**config.mk**
```make
export PLATFORM = sky130hd
export DESIGN_NAME = adc_regfront
export DESIGN_NICKNAME = d
export VERILOG_FILES = /design/src/rtl/adc_regfront_pkg.sv /design/src/rtl/adc_clkdiv.sv /design/src/rtl/adc_conv_seq.sv /design/src/rtl/adc_sfr_rdmux.sv /design/src/rtl/adc_regfront.sv
export SDC_FILE = /design/constraint.sdc
export NUM_CORES = 1
export LEC_CHECK = 0
export BUFFER_PORTS_ARGS = -buffer_cell sky130_fd_sc_hd__buf_2
export CORE_MARGIN = 2
export CORE_UTILIZATION = 52
export CTS_BUF_LIST = sky130_fd_sc_hd__clkbuf_4 sky130_fd_sc_hd__clkbuf_8
export CTS_CLUSTER_DIAMETER = 120
export DETAILED_ROUTE_END_ITERATION = 12
export GPL_TIMING_DRIVEN = 0
export PLACE_DENSITY_LB_ADDON = 0.05
export SETUP_SLACK_MARGIN = 0.5
export SYNTH_ARGS = -nofsm -noshare
export SYNTH_HDL_FRONTEND = slang
export SYNTH_SLANG_ARGS = --single-unit
export TNS_END_PERCENT = 1
```
**constraint.sdc**
```tcl
create_clock -name clk -period 5.7 [get_ports clk]
set_input_delay 1.14 -clock clk [delete_from_list [all_inputs] [get_ports clk]]
set_output_delay 1.14 -clock clk [all_outputs]
set_load 0.01 [all_outputs]
```
**src/rtl/adc_regfront_pkg.sv**
```systemverilog
// Package: shared register layout and sequencer state for the converter
// register front end. Assumes 8-bit registers on the peripheral bus.
package adc_regfront_pkg;

    localparam int REG_W = 8;

    // Control register bit positions; software and the read mux both decode these.
    localparam int BIT_HOLD = 6;
    localparam int BIT_EN   = 5;
    localparam int BIT_EOC  = 4;
    localparam int BIT_GO   = 3;
    localparam int BIT_SEL  = 0;

    typedef enum logic [1:0] {
        ST_IDLE = 2'd0,
        ST_ARM  = 2'd1,
        ST_CONV = 2'd2
    } seq_state_t;

endpackage

```
**src/rtl/adc_clkdiv.sv**
```systemverilog
// Module: adc_clkdiv
// Produces a one-cycle conversion clock enable every max(d,1) system cycles.
// d is the stored divide field. Assumes that a write restarts the count at
// zero, and that the new field applies from the cycle after the write.
module adc_clkdiv #(
    parameter int DIV_W = 5
) (
    input  logic             clk,
    input  logic             rst_n,
    input  logic             div_we,
    input  logic [DIV_W-1:0] div_wdata,
    output logic [DIV_W-1:0] div_val,
    output logic             tick
);

    localparam logic [DIV_W-1:0] ONE = DIV_W'(1);

    logic [DIV_W-1:0] cnt_q;
    logic [DIV_W-1:0] limit;

    // Terminal count: a field of 0 behaves as divide-by-1.
    always_comb begin
        limit = (div_val == '0) ? '0 : div_val - ONE;
        tick  = (cnt_q == limit);
    end

    // Holds the divide field and runs the period counter.
    always_ff @(posedge clk) begin
        if (!rst_n) begin
            div_val <= '0;
            cnt_q   <= '0;
        end else if (div_we) begin
            div_val <= div_wdata;
            cnt_q   <= '0;
        end else if (tick) begin
            cnt_q   <= '0;
        end else begin
            cnt_q   <= cnt_q + ONE;
        end
    end

endmodule

```
**src/rtl/adc_conv_seq.sv**
```systemverilog
// Module: adc_conv_seq
// Holds the control bits and sequences a conversion: idle -> armed (wait for
// a tick) -> converting (wait for done). Assumes write fields come in as
// separate bits and that conv_done is a one-cycle pulse.
module adc_conv_seq
    import adc_regfront_pkg::*;
(
    input  logic clk,
    input  logic rst_n,
    input  logic ctrl_we,
    input  logic wr_hold,
    input  logic wr_en,
    input  logic wr_eoc,
    input  logic wr_go,
    input  logic wr_sel,
    input  logic tick,
    input  logic done,
    input  logic res_ok,
    output logic hold_bit,
    output logic en_bit,
    output logic eoc_bit,
    output logic sel_bit,
    output logic busy,
    output logic converting,
    output logic start_pulse,
    output logic chan,
    output logic cpu_hold
);

    seq_state_t state_q, state_n;
    logic       accept, abort, finish;

    // Decode the events of this cycle.
    always_comb begin
        accept      = ctrl_we && wr_go && wr_en && (state_q == ST_IDLE);
        abort       = ctrl_we && !wr_en && (state_q != ST_IDLE);
        finish      = (state_q == ST_CONV) && done;
        start_pulse = (state_q == ST_ARM) && tick;
        busy        = (state_q != ST_IDLE);
        converting  = (state_q == ST_CONV);
        cpu_hold    = hold_bit && busy;
    end

    // Next state of the sequencer.
    always_comb begin
        state_n = state_q;
        if (abort) begin
            state_n = ST_IDLE;
        end else begin
            case (state_q)
                ST_IDLE: if (accept) state_n = ST_ARM;
                ST_ARM:  if (tick)   state_n = ST_CONV;
                ST_CONV: if (done)   state_n = ST_IDLE;
                default:             state_n = ST_IDLE;
            endcase
        end
    end

    // State register and software-written control bits.
    always_ff @(posedge clk) begin
        if (!rst_n) begin
            state_q <= ST_IDLE;
            en_bit  <= 1'b0;
            sel_bit <= 1'b0;
        end else begin
            state_q <= state_n;
            if (ctrl_we) begin
                en_bit  <= wr_en;
                sel_bit <= wr_sel;
            end
        end
    end

    // Suspend request: the end of a conversion clears it ahead of any write.
    always_ff @(posedge clk) begin
        if (!rst_n)       hold_bit <= 1'b0;
        else if (finish)  hold_bit <= 1'b0;
        else if (ctrl_we) hold_bit <= wr_hold;
    end

    // Sticky flag: a hardware set beats a software clear.
    always_ff @(posedge clk) begin
        if (!rst_n)                  eoc_bit <= 1'b0;
        else if (finish && res_ok)   eoc_bit <= 1'b1;
        else if (ctrl_we && !wr_eoc) eoc_bit <= 1'b0;
    end

    // Latches the channel number when a start is accepted (select 1 -> channel 0).
    always_ff @(posedge clk) begin
        if (!rst_n)      chan <= 1'b0;
        else if (accept) chan <= !wr_sel;
    end

endmodule

```
**src/rtl/adc_sfr_rdmux.sv**
```systemverilog
// Module: adc_sfr_rdmux
// Combinational read-back of both registers, with reserved bits forced to 0.
// Assumes that an unmatched address reads 0.
module adc_sfr_rdmux
    import adc_regfront_pkg::*;
#(
    parameter int              ADDR_W    = 8,
    parameter int              DIV_W     = 5,
    parameter logic [ADDR_W-1:0] CTRL_ADDR = 8'hA0,
    parameter logic [ADDR_W-1:0] DIV_ADDR  = 8'hA1
) (
    input  logic [ADDR_W-1:0] addr,
    input  logic              hold_bit,
    input  logic              en_bit,
    input  logic              eoc_bit,
    input  logic              busy,
    input  logic              sel_bit,
    input  logic [DIV_W-1:0]  div_val,
    output logic [REG_W-1:0]  rdata
);

    // Selects and assembles the addressed register image.
    always_comb begin
        rdata = '0;
        if (addr == CTRL_ADDR) begin
            rdata[BIT_HOLD] = hold_bit;
            rdata[BIT_EN]   = en_bit;
            rdata[BIT_EOC]  = eoc_bit;
            rdata[BIT_GO]   = busy;
            rdata[BIT_SEL]  = sel_bit;
        end else if (addr == DIV_ADDR) begin
            rdata[DIV_W-1:0] = div_val;
        end
    end

endmodule

```
**src/rtl/adc_regfront.sv**
```systemverilog
// Module: adc_regfront (top)
// Register front end for a two-channel converter: address decode, the
// conversion clock divider, the control sequencer and the read mux. Assumes a
// single-cycle write strobe and reads that are combinational on the address.
module adc_regfront
    import adc_regfront_pkg::*;
#(
    parameter int                ADDR_W    = 8,
    parameter int                DIV_W     = 5,
    parameter logic [ADDR_W-1:0] CTRL_ADDR = 8'hA0,
    parameter logic [ADDR_W-1:0] DIV_ADDR  = 8'hA1
) (
    input  logic              clk,
    input  logic              rst_n,
    input  logic [ADDR_W-1:0] sfr_addr,
    input  logic              sfr_wr,
    input  logic [7:0]        sfr_wdata,
    output logic [7:0]        sfr_rdata,
    output logic              conv_tick,
    output logic              conv_enable,
    output logic              conv_start,
    output logic              conv_chan,
    input  logic              conv_done,
    input  logic              conv_res_ok,
    output logic              eoc_irq,
    output logic              cpu_hold
);

    logic             ctrl_we, div_we;
    logic             hold_bit, en_bit, eoc_bit, sel_bit;
    logic             busy, converting;
    logic [DIV_W-1:0] div_val;
    logic             wdata_unused;

    // Address decode of the write strobe.
    always_comb begin
        ctrl_we = sfr_wr && (sfr_addr == CTRL_ADDR);
        div_we  = sfr_wr && (sfr_addr == DIV_ADDR);
    end

    assign wdata_unused = sfr_wdata[REG_W-1];
    assign conv_enable  = en_bit;
    assign eoc_irq      = eoc_bit;

    adc_clkdiv #(.DIV_W(DIV_W)) u_div (
        .clk       (clk),
        .rst_n     (rst_n),
        .div_we    (div_we),
        .div_wdata (sfr_wdata[DIV_W-1:0]),
        .div_val   (div_val),
        .tick      (conv_tick)
    );

    adc_conv_seq u_seq (
        .clk         (clk),
        .rst_n       (rst_n),
        .ctrl_we     (ctrl_we),
        .wr_hold     (sfr_wdata[BIT_HOLD]),
        .wr_en       (sfr_wdata[BIT_EN]),
        .wr_eoc      (sfr_wdata[BIT_EOC]),
        .wr_go       (sfr_wdata[BIT_GO]),
        .wr_sel      (sfr_wdata[BIT_SEL]),
        .tick        (conv_tick),
        .done        (conv_done),
        .res_ok      (conv_res_ok),
        .hold_bit    (hold_bit),
        .en_bit      (en_bit),
        .eoc_bit     (eoc_bit),
        .sel_bit     (sel_bit),
        .busy        (busy),
        .converting  (converting),
        .start_pulse (conv_start),
        .chan        (conv_chan),
        .cpu_hold    (cpu_hold)
    );

    adc_sfr_rdmux #(
        .ADDR_W    (ADDR_W),
        .DIV_W     (DIV_W),
        .CTRL_ADDR (CTRL_ADDR),
        .DIV_ADDR  (DIV_ADDR)
    ) u_rd (
        .addr     (sfr_addr),
        .hold_bit (hold_bit),
        .en_bit   (en_bit),
        .eoc_bit  (eoc_bit),
        .busy     (busy),
        .sel_bit  (sel_bit),
        .div_val  (div_val),
        .rdata    (sfr_rdata)
    );

endmodule

```
==> results of run 1 <==
metrics by stage:
stage / cell area, sq um / power (mW)
floorplan: 1090 / 0.130
global placement: 1280 / 0.138
detailed placement: 1280 / 0.139
CTS: 1310 / 0.207
global route: 1310 / 0.216
finish: 1310 / 0.205
cell usage after synthesis (all sizes together), types with 3 or more instances:
cell / number
dfxtp: 17
nor3b: 4
clkbuf: 4
nand2: 9
mux2i: 10
nor2: 15
o21ai: 5
nor2b: 10
inv: 5
buf: 4
xnor2: 5
xor2: 3
nor3: 3
nand3: 4
or2: 3
tightest hold or removal path, stage by stage, from the launching register on:
cell	delay (ps)
sky130_fd_sc_hd__dfxtp_1	330
sky130_fd_sc_hd__nand2_1	60
sky130_fd_sc_hd__a21boi_1	60
cell type report:
class	instances	area, sq um
Multi-Input combinational cell	101	684
Buffer	8	50.0
Inverter	5	18.8
Tap cell	27	33.8
Sequential cell	17	340
Clock buffer	4	30.0
Timing Repair Buffer	31	155
Fill cell	176	669
flip-flops by register name, summed over array words and instances, names as in the netlist:
signal,count
u_div.cnt_q,5
u_div.div_val,5
u_seq.chan,1
u_seq.en_bit,1
u_seq.eoc_bit,1
u_seq.hold_bit,1
u_seq.sel_bit,1
u_seq.state_q,2
where the power goes:
part | internal (mW) | leakage (nW) | switching [mW] | total (mW)
registers | 0.119 | 0.137 | 0.000193 | 0.119
clock network | 0.0320 | 0.0184 | 0.0369 | 0.0689
logic | 0.00887 | 0.437 | 0.00792 | 0.0168
metal layers:
metal / global-route usage (%) / part of all wire, %
met5: 0 / 0
met4: 8.33 / 1.7
met3: 2.73 / 5.5
met2: 34.0 / 47
met1: 27.3 / 45
path summary, 6_finish.rpt:
path / startpoint / endpoint / slack (ps) / cells after the start
worst max-delay path: u_div.div_val[0] / conv_start / 1800 / 9
worst min-delay path: u_seq.chan / u_seq.chan / 480 / 2
worst max register to register: u_div.div_val[0] / u_div.cnt_q[2] / 3340 / 8
worst min register to register: u_seq.chan / u_seq.chan / 480 / 2
logic make-up (layout without fill, tap and decap cells):
| family | count (synthesis) | count (layout) | share of synthesized area (%) |
|---|---|---|---|
| other | 1 | 1 | 0.343 |
| adders and majority gates | 2 | 2 | 2.29 |
| and+or+nand+nor | 61 | 61 | 31.6 |
| buffers and inverters | 13 | 48 | 6.29 |
| muxes | 10 | 10 | 9.15 |
| xor gates and xnor gates | 8 | 8 | 6.41 |
| AOI/OAI and AO/OA | 19 | 19 | 12.8 |
| DFF | 17 | 17 | 31.1 |
==> results_dict.tcl, run 1 <==
set metrics [dict create \
    total_routing_usage_reported_by_global_routing_pct 20.7 \
    antennaDiodeCount 0 \
    holdCritPathClass "register to register" \
    cp_data_required_time_ps 4560 \
    post-synth-top-area-cell "sky130_fd_sc_hd__dfxtp_1" \
    nets 190 \
    detailedPlace.worstSlack_ps 1920 \
    post_synth_inst_count 131 \
    die_height_um 49.9 \
    antenna_found_initial 0 \
    cts-resized-gates 0 \
    finalSetupViolCount 0 \
    cp_peak_stage_delay_ps 440 \
    route.final.wire_length_um 2350 \
    antenna_left 0 \
    via_count_of_the_first_global_routing_pass 897 \
    total_leakage_power_nw 0.592 \
    cp_max_fanout 8 \
    area.growth.synth_to_final_pct 20.0 \
    insertion_delay_ps 290 \
    grt.overflow.total 0 \
    grt_max_degree 11 \
    layout.cells.most_common "sky130_fd_sc_hd__buf_2" \
    die_area_sq_um 2490 \
    worstMarginPinSlew_ps 670 \
    synth_area_leaders "sky130_fd_sc_hd__dfxtp_1, sky130_fd_sc_hd__mux2i_1, sky130_fd_sc_hd__nor2b_1" \
    gpl.final_weighted_congestion 0.753 \
    std_cell_rows 16 \
    finalNonFillerCells 193 \
    floorplan.die.width_um 49.9 \
    yosysSeqAreaShare_pct 31.1 \
    final.setup.tns_ps 0 \
    synth_top_cell_area_share_pct 31.1 \
    timing.final.crit_period_ps 3900 \
    path_buf_inv 3 \
    finalHoldViolCount 0 \
    cp_top_family "compound AO/OA/AOI/OAI gates" \
    io_pins 35 \
    port-buffer-count 31 \
    first_pass_iteration_count_of_the_detailed_router 4 \
    path_class "register to primary output" \
    cts_post_setup_buffers_inserted 0 \
    yosysUniqueCellTypes 42 \
    cts_tree "yes" \
    number_of_storage_elements_in_the_synthesis_netlist 17 \
    fin_hold_ws_ps 481 \
    core_sq_um 1980 \
    slew_viol_final 0 \
    most-common-layout-cells "sky130_fd_sc_hd__buf_2, sky130_fd_sc_hd__dfxtp_1, sky130_fd_sc_hd__nor2_1, sky130_fd_sc_hd__mux2i_1, sky130_fd_sc_hd__nor2b_1" \
    cts_hold_repair.buffers 0 \
    setup.worst_path.end_class "primary output" \
    avgRoutedWirePerCell_um 12.2 \
    avgSynthCellArea_sq_um 8.35 \
    timing.critical_path.cells "clkbuf_1, inv_1, ha_1, nand2b_1, a2111oi_0, nor2_1, a211oi_2, and2_1, buf_2" \
    final.period_utilization_pct 68.4 \
    route.vias.total 1034 \
    ctsRootBufferMaster "sky130_fd_sc_hd__clkbuf_4" \
    worst-endpoint-arrival_ps 2760 \
    synth_edf_count 0 \
    postSynth.topFlopCell "sky130_fd_sc_hd__dfxtp_1" \
    vias_per_cell 5.36 \
    worst_clock_skew_ps 0.613 \
    total_number_of_yosys_warnings 0 \
    fin_ws_ps 1800 \
    dr.first_iter.drc_count 19 \
    async_reset_ff_share_pct 0 \
    mappedNetlistNets 154 \
    final_layout_size_suffix_gt1_share_pct 28.3 \
    route.detailed.drc 0 \
    dp_cells 189 \
    clock_sink_count 17 \
    slowest_stage "sky130_fd_sc_hd__a211oi_2" \
    max-clock-path-buffers 2 \
    status "finished, final reports clean" \
    dpl.hpwl_um 1860 \
    syn-cell-area_sq_um 1090 \
    htree_levels 1 \
    maxSlewHeadroom_pct 55.1 \
    clock.fmax_mhz 256 \
    worstSetupStartpointType "register" \
    initial_utilization_pct 55.2 \
    rsz0062_at_grt "false" \
    power.density_nw_per_um2 156 \
    global_route_wire_length_before_repair_um 3950 \
    worst_setup_hold_path_clk_slew_ps 90 \
    cts-buffers-inserted 3 \
    ir_drop_v 0.000118 \
    utilization_pct 66.2 \
    maxCapViolations 0 \
]
No activity file was read; power rests on OpenSTA's default activity.
==> run 2: changes to the inputs <==
Settings changed: CORE_UTILIZATION 52 to 47.
Clock period 5.7 ns to 3.2 ns, I/O delays scaled along.
==> run 2 against run 1 <==
  * Total power is 82% higher
  * Clock skew is 4.5 ps higher
  * Combinational power is 98% higher
  * Hold slack worse by 20 ps
  * Register-to-register slack worse by 2300 ps
  * Utilization is 0.18 points higher
  * Sequential share of layout area is 2.6 points lower
  * First-iteration DRC count is 42% higher
  * Sequential power is 78% higher
  * Clock power is 84% higher
  * Largest cell class unchanged
  * Largest power group unchanged
==> results_dict.tcl, run 2 (synthesis gave the netlist of run 1 again) <==
set metrics [dict create \
    total_leakage_power_nw 0.653 \
    cp_top_family "simple AND/OR/NAND/NOR gates" \
    total_routing_usage_reported_by_global_routing_pct 20.9 \
    nets 196 \
    clock_sink_count 17 \
    crit_path_start "u_div.div_val[0]" \
    cp_max_fanout 3 \
    ff2ff_path_depth 9 \
    grt.overflow.total 0 \
    slowest_stage "sky130_fd_sc_hd__or4b_4" \
    via_count_of_the_first_global_routing_pass 959 \
    initial_utilization_pct 49.4 \
    layout.cells.most_common "sky130_fd_sc_hd__buf_2" \
    global_route_wire_length_before_repair_um 4210 \
    path_buf_inv 3 \
    timing.final.crit_period_ps 2830 \
    final.setup.tns_ps 0 \
    highest_layer "met4" \
    detailedPlace.worstSlack_ps 301 \
    insertion_delay_ps 290 \
    vias_per_cell 5.24 \
    whs_endpoint "u_seq.chan" \
    ctsRootBufferMaster "sky130_fd_sc_hd__clkbuf_4" \
    dpl.hpwl_um 1890 \
    fin_ws_ps 365 \
    floorplan.die.width_um 52.2 \
    cp_peak_stage_delay_ps 510 \
    grt_max_degree 11 \
    antenna_found_initial 0 \
    first_pass_iteration_count_of_the_detailed_router 4 \
    die_height_um 52.2 \
    gpl.final_weighted_congestion 0.762 \
    route.detailed.drc 0 \
    largestRegisters "u_div.cnt_q x5, u_div.div_val x5, u_seq.state_q x2" \
    power.density_nw_per_um2 253 \
    finalSetupViolCount 0 \
    area.growth.synth_to_final_pct 34.3 \
    finalNonFillerCells 200 \
    timing.critical_path.cells "buf_8, inv_4, ha_4, or4b_4, o31ai_4, a32oi_2, a211oi_4, and2_1, buf_2" \
    antennaDiodeCount 0 \
    sequential_cell_area_sq_um 343 \
    worst_clock_skew_ps 5.13 \
    clock.fmax_mhz 353 \
    dr.first_iter.drc_count 27 \
    rsz0062_at_grt "true" \
    holdCritPathClass "register to register" \
    die_area_sq_um 2730 \
    avgRoutedWirePerCell_um 13.8 \
    dp_cells 190 \
    worstMarginPinSlew_ps 682 \
    final_layout_fill_cell_count 192 \
    cts_hold_repair.buffers 0 \
    m1WireLength_um 1310 \
    htree_levels 1 \
    port-buffer-count 31 \
    path_class "register to primary output" \
    final_layout_size_suffix_gt1_share_pct 39.5 \
    std_cell_rows 17 \
    r2r-end "u_seq.state_q[0]" \
    cts_tree "yes" \
    antenna_left 0 \
    core_sq_um 2210 \
    worstHoldStart "u_seq.chan" \
    finalHoldViolCount 0 \
    route.final.wire_length_um 2760 \
    worst_setup_hold_path_clk_slew_ps 100 \
    maxSlewHeadroom_pct 54.3 \
    worst-endpoint-arrival_ps 2190 \
    io_pins 35 \
    final.period_utilization_pct 88.6 \
    worstSetupStartpointType "register" \
    status "finished, final reports clean" \
    timing.hold.worst_path_depth 2 \
    multiInputGateArea_sq_um 777 \
    wl_met2_um 1320 \
    cp_data_required_time_ps 2560 \
    ff2ff_setup_slack_ps 1090 \
    max-clock-path-buffers 2 \
    met3WireLength_um 115 \
    ir_drop_v 0.000259 \
    setup.worst_path.end_class "primary output" \
    most-common-layout-cells "sky130_fd_sc_hd__buf_2, sky130_fd_sc_hd__dfxtp_1, sky130_fd_sc_hd__nor2_1, sky130_fd_sc_hd__mux2i_1, sky130_fd_sc_hd__nor2b_1" \
    slew_viol_final 0 \
    cts-buffers-inserted 3 \
    route.vias.total 1048 \
    r2r-start "u_div.div_val[0]" \
    maxCapViolations 0 \
]
==> run 2: cell types whose count changed in the layout (fill, tap and decap cells not counted), moves of 2 or more <==
cell / before / now
sky130_fd_sc_hd__dfxtp_1: 17 / 15
sky130_fd_sc_hd__dfxtp_2: 0 / 2
sky130_fd_sc_hd__inv_1: 5 / 3
sky130_fd_sc_hd__buf_4: 1 / 7
sky130_fd_sc_hd__clkbuf_1: 4 / 2
==> run 2: worst max-delay path by stage <==
stage          cells after the start          to
2_1_floorplan                      8  conv_start
3_3_place_gp                       9  conv_start
3_5_place_dp                       9  conv_start
4_1_cts                            9  conv_start
5_1_grt                            9  conv_start
6_report                           9  conv_start
==> run 2: through the flow <==
stage	power [mW]	utilization, %	instance area (sq um)	hold WS, ps
2_1_floorplan	0.232	-	1100	471
3_3_place_gp	0.247	58.4	1290	451
3_5_place_dp	0.248	58.4	1290	447
4_1_cts	0.375	64.1	1420	462
5_1_grt	0.385	66.4	1470	501
6_report	0.372	66.4	1470	462
==> run 2: timing repair <==
| item | 4_1_cts | 5_1_grt |
|---|---|---|
| pin swaps | 7 | 6 |
| buffers inserted | 5 | 1 |
| cloned | 0 | 0 |
| setup endpoints to repair | 9 | 9 |
| gates resized for setup | 15 | 9 |
==> run 2: worst reg2reg max path, stage by stage, from the launching register on <==
cell                      delay, ps
sky130_fd_sc_hd__dfxtp_2        340
sky130_fd_sc_hd__buf_8          110
sky130_fd_sc_hd__inv_4           50
sky130_fd_sc_hd__ha_4           130
sky130_fd_sc_hd__or4b_4         510
sky130_fd_sc_hd__nor3_4         150
sky130_fd_sc_hd__nor2_2          80
sky130_fd_sc_hd__buf_4          150
sky130_fd_sc_hd__a21o_1         170
sky130_fd_sc_hd__o311a_1        320
==> run 2: routing by layer <==
layer / GRT usage, % / vias up
met5: 0 / -
met4: 8.12 / 0
met3: 4.00 / 2
met2: 35.0 / 30
met1: 26.5 / 487
li1: - / 529
==> run 2: final cells by class <==
class	count	share of cell area, %
flip-flops and latches	17	23.3
plain buffers	8	4.26
repair buffers	37	13.6
inverters	5	1.45
multi-input cells	101	52.9
well taps	28	2.39
clock buffers	4	2.04
==> run 2: where the power goes <==
part	leakage (nW)	internal (mW)	switching (mW)	total, mW
registers	0.138	0.212	0.000474	0.212
logic	0.497	0.0175	0.0158	0.0333
clock network	0.0184	0.0569	0.0698	0.127
total	0.653	0.286	0.0861	0.372
